$ cat config.mk
export PLATFORM = sky130hd
export DESIGN_NAME = crc_guard_reg
export DESIGN_NICKNAME = d
export VERILOG_FILES = /design/src/rtl/crc_guard_pkg.sv /design/src/rtl/crc_unit.sv /design/src/rtl/crc_err_flag.sv /design/src/rtl/crc_guard_reg.sv
export SDC_FILE = /design/constraint.sdc
export NUM_CORES = 1
export LEC_CHECK = 0
export BUFFER_PORTS_ARGS = -buffer_cell sky130_fd_sc_hd__buf_2
export CORE_MARGIN = 10
export CORE_UTILIZATION = 52
export DETAILED_ROUTE_END_ITERATION = 8
export PLACE_DENSITY = 0.86
export SYNTH_ARGS = -nofsm -noshare
export SYNTH_HDL_FRONTEND = slang
export SYNTH_SLANG_ARGS = --single-unit
$ cat constraint.sdc
create_clock -name clk_i -period 4.61 [get_ports clk_i]
set_input_delay 0.461 -clock clk_i [delete_from_list [all_inputs] [get_ports clk_i]]
set_output_delay 0.461 -clock clk_i [all_outputs]
set_load 0.03 [all_outputs]
$ cat src/rtl/crc_guard_pkg.sv
package crc_guard_pkg;

  localparam int unsigned BITS_MAX = 64;
  localparam int unsigned CRC_MAX  = 16;

  typedef enum logic {
    LAYOUT_FIELD  = 1'b0,
    LAYOUT_HIDDEN = 1'b1
  } layout_e;

  // MSB-first serial division over the low n bits, w-bit remainder
  function automatic logic [CRC_MAX-1:0] crc_fold(
    input logic [BITS_MAX-1:0] bits,
    input int unsigned         n,
    input int unsigned         w,
    input logic [CRC_MAX-1:0]  poly,
    input logic [CRC_MAX-1:0]  seed
  );
    logic [CRC_MAX-1:0] r;
    logic [CRC_MAX-1:0] mask;
    logic               fb;
    mask = (CRC_MAX'(1) << w) - CRC_MAX'(1);
    r    = seed & mask;
    for (int i = BITS_MAX - 1; i >= 0; i--) begin
      if (i < int'(n)) begin
        fb = r[w-1] ^ bits[i];
        r  = ((r << 1) ^ (fb ? poly : '0)) & mask;
      end
    end
    return r;
  endfunction

endpackage

$ cat src/rtl/crc_unit.sv
module crc_unit #(
  parameter int unsigned N    = 26,
  parameter int unsigned W    = 6,
  parameter logic [W-1:0] POLY = 6'b011010,
  parameter logic [W-1:0] SEED = 6'b110111
) (
  input  logic [N-1:0] bits_i,
  output logic [W-1:0] rem_o
);
  import crc_guard_pkg::*;

  logic [CRC_MAX-1:0] full;

  always_comb begin
    full  = crc_fold(BITS_MAX'(bits_i), N, W, CRC_MAX'(POLY), CRC_MAX'(SEED));
    rem_o = full[W-1:0];
  end

endmodule

$ cat src/rtl/crc_err_flag.sv
module crc_err_flag (
  input  logic clk_i,
  input  logic rst_ni,
  input  logic rd_en_i,
  input  logic bad_i,
  output logic err_o
);

  always_ff @(posedge clk_i or negedge rst_ni) begin
    if (!rst_ni)      err_o <= 1'b0;
    else if (rd_en_i) err_o <= bad_i;
  end

endmodule

$ cat src/rtl/crc_guard_reg.sv
module crc_guard_reg
  import crc_guard_pkg::*;
#(
  parameter int unsigned  DATA_W      = 32,
  parameter int unsigned  CRC_W       = 6,
  parameter logic [CRC_W-1:0] POLY    = 6'b011010,
  parameter logic [CRC_W-1:0] SEED    = 6'b110111,
  parameter layout_e      LAYOUT      = LAYOUT_FIELD,
  parameter bit           HAS_CHECKER = 1'b1,
  localparam int unsigned MSG_W   = (LAYOUT == LAYOUT_HIDDEN) ? DATA_W : DATA_W - CRC_W,
  localparam int unsigned STORE_W = MSG_W + CRC_W
) (
  input  logic               clk_i,
  input  logic               rst_ni,
  input  logic               wr_en_i,
  input  logic [DATA_W-1:0]  wr_data_i,
  input  logic               rd_en_i,
  output logic [DATA_W-1:0]  rd_data_o,
  input  logic [STORE_W-1:0] fault_mask_i,
  output logic               err_o
);

  localparam logic [CRC_MAX-1:0] RST_FULL =
    crc_fold('0, MSG_W, CRC_W, CRC_MAX'(POLY), CRC_MAX'(SEED));
  localparam logic [STORE_W-1:0] RST_STORE = {RST_FULL[CRC_W-1:0], {MSG_W{1'b0}}};

  logic [STORE_W-1:0] store_q;
  logic [MSG_W-1:0]   wr_msg;
  logic [CRC_W-1:0]   wr_crc;
  logic               store_clean;

  assign wr_msg = wr_data_i[MSG_W-1:0];

  crc_unit #(.N(MSG_W), .W(CRC_W), .POLY(POLY), .SEED(SEED)) u_gen (
    .bits_i (wr_msg),
    .rem_o  (wr_crc)
  );

  always_ff @(posedge clk_i or negedge rst_ni) begin
    if (!rst_ni)              store_q <= RST_STORE;
    else if (wr_en_i)         store_q <= {wr_crc, wr_msg};
    else if (|fault_mask_i)   store_q <= store_q ^ fault_mask_i;
  end

  assign rd_data_o = store_q[DATA_W-1:0];

  generate
    if (LAYOUT == LAYOUT_FIELD) begin : g_field
      logic unused_wr_hi;
      assign unused_wr_hi = ^wr_data_i[DATA_W-1:MSG_W];
    end

    if (HAS_CHECKER) begin : g_chk
      logic [CRC_W-1:0] chk_rem;
      // message then stored checksum, divided in one pass
      crc_unit #(.N(STORE_W), .W(CRC_W), .POLY(POLY), .SEED(SEED)) u_chk_div (
        .bits_i ({store_q[MSG_W-1:0], store_q[STORE_W-1:MSG_W]}),
        .rem_o  (chk_rem)
      );
      assign store_clean = (chk_rem == '0);
      crc_err_flag u_flag (
        .clk_i   (clk_i),
        .rst_ni  (rst_ni),
        .rd_en_i (rd_en_i),
        .bad_i   (!store_clean),
        .err_o   (err_o)
      );
    end else begin : g_nochk
      logic unused_rd;
      assign unused_rd   = rd_en_i;
      assign store_clean = 1'b1;
      assign err_o       = 1'b0;
    end
  endgenerate

endmodule

==> flow_summary.toml <==
[pwr]
power_uw = 1500
irDropWorstVdd_mv = 0.228
powerDensity_nw_per_um2 = 517
p_leak_uw = 0.00144

[place]
placed_area_um2 = 2820
post-dp-hpwl_mm = 4.74
portBuffers = 94
place_congestion = 0.800

[global_route]
grt_max_degree = 64
grt_pass1_vias = 1950
antenna_found_initial = 0
grt_pass1_wl_mm = 9.34
grt_overflow_total = 0
grtUsageTotal_pct = 15.7

[worst_setup_path]
r2r_start = "rd_data_o[17]$_DFFE_PN0P_"
path_cells = "buf_2 > xnor3_2 > xnor3_1 > xnor3_1 > xnor3_1 > xor2_1 > a21oi_1"
arrival_ps = 2360
required_ps = 4830
cpMostUsedCell = "xnor3_1"
path_max_fanout = 3
reg2reg_to = "g_chk.u_flag.err_o$_DFFE_PN0P_"
r2r_cells = 6
critical_path.startpoint_type = "input pin"
worst_setup_path_end_kind = "flip-flop"
criticalPathCategory = "in2reg"
worst-r2r-setup-slack_ps = 2520
cp_num_buf_inv = 1
crit_slowest_cell = "xnor3_2"
max_stage_delay_ps = 430
crit_family = "XOR/XNOR gates"

[clocking]
hold_buffers = 0
cts_buffer_depth = 2
cts_tree = "done"
htreeDepth = 2
clk_pin_slew_ps = 60
root_buffer = "clkbuf_8"
clkSinkCount = 33
postCtsSetupRepairBufs = 0
cts_resized = 0
worstSkewPairLatency_ps = 290
cts_made_buffers = 5

[floorplan]
io_pins = 101
start_util_pct = 53.6
num_rows = 24
die_y_um = 87.0
die_w_um = 87.0
dieArea_um2 = 7570
core_region_area_um2 = 4350

[detailed_routing]
routedWlPerCell_um = 16.2
vias_per_cell = 4.92
drc = 0
antenna_left = 0
drt_iter0_drc = 41
wl_mm = 5.77
vias = 1751
drt_first_pass_iters = 3

[layout]
final_util_pct = 66.8
final_common_cell = "buf_2"
area_growth_pct = 24.5
fillers = 355
nets = 372
stdcell_area_um2 = 2910
layout-drive-gt1-share_pct = 35.9
layout_common_cells = "94 x buf_2, 61 x xnor2_1, 30 x dfrtp_1, 29 x nand2_1, 26 x o21ai_0"
diodes = 0

[timing]
timing.fmax_mhz = 467
rsz0062_at_grt = "false"
fin_tns_setup_ps = 0
post-route-min-period_ps = 2140
worst_pin_slew_ps = 950
fin_crit_sh_pct = 46.5
setup_violations = 0
slew_violations = 0
finClkSkew_ps = 7.99
finalHoldViolations = 0
slew_headroom_pct = 36.7
hold_ws_ps = 230

[yosys]
yosysWarnings = 0
syn_inst = 210
synth_area_leader_cell = "dfrtp_1"
synth_seq_cells = 33
syn_area_um2 = 2330
synth_nets = 278
synth_area_per_cell_um2 = 11.1
synthTopCellsByArea = "dfrtp_1 32%, xnor2_1 23%, xnor3_1 15%"
synth_cell_types = 20
synth_top_cell_area_share_pct = 32.2
seq_area_frac_synth_pct = 35.5

[run]
cap_violations = 0

[worst_hold_path]
min_path_type = "in2async"

[run_status]
outcome = "completed"
==> cell families after synthesis <==
group / share of synthesized area (%)
buffers and inverters: 2.09
xor gates and xnor gates: 47.3
and+or+nand+nor: 6.59
AOI/OAI and AO/OA: 7.18
DFF: 35.5
muxes: 1.29
==> cells in the mapped netlist <==
cell type,n
nand2_1,29
a31oi_1,1
buf_6,2
o22ai_1,1
xnor3_2,3
xnor2_1,61
o21ai_1,1
xor2_1,14
dfstp_2,3
xnor3_1,16
o21ai_0,26
mux2i_1,3
clkbuf_1,4
a21oi_1,4
nor2_1,7
clkdlybuf4s50_2,1
and2_1,1
or2_2,2
xnor2_2,1
dfrtp_1,30
==> routing by layer <==
layer / track usage (%) / vias up / wire (um)
met5: 0 / - / 0
met4: 5.74 / 0 / 94
met3: 6.46 / 7 / 518
met2: 25.4 / 61 / 2780
met1: 18.1 / 809 / 2380
li1: - / 874 / -
==> flip-flops by register name, indices dropped and copies added (netlist names) <==
signal,count
g_chk.u_flag.err_o,1
rd_data_o,32
==> metrics by stage <==
stage	cells	setup WS (ps)
6_report	356	2470
5_1_grt	356	2340
4_1_cts	356	2450
3_5_place_dp	349	2140
3_3_place_gp	349	2190
2_1_floorplan	210	2390
==> how the worst max path moves through the flow <==
stage / from / endpoint / cells after the start
floorplan: wr_data_i[25] / rd_data_o[30]$_DFFE_PN1P_ / 6
global placement: wr_data_i[25] / rd_data_o[30]$_DFFE_PN1P_ / 7
detailed placement: wr_data_i[25] / rd_data_o[30]$_DFFE_PN1P_ / 7
CTS: wr_data_i[25] / rd_data_o[30]$_DFFE_PN1P_ / 7
global route: rd_data_o[19]$_DFFE_PN0P_ / g_chk.u_flag.err_o$_DFFE_PN0P_ / 6
finish: wr_data_i[25] / rd_data_o[30]$_DFFE_PN1P_ / 7
==> report_power, final <==
group	switching [uW]	internal (uW)	leakage, uW	total (uW)
Combinational	419	443	0.00100	862
Sequential	61.6	357	0.000387	418
Clock	104	118	0.0000443	222
Total	584	918	0.00144	1500
==> layout make-up <==
| type | count | area [um2] | area share, % |
|---|---|---|---|
| flip-flops and latches | 33 | 830 | 28.5 |
| multi-input cells | 170 | 1460 | 50.1 |
| repair buffers | 94 | 470 | 16.2 |
| clock buffers | 7 | 86.3 | 2.97 |
| well taps | 52 | 65.1 | 2.24 |
No activity file was read; power rests on OpenSTA's default activity.
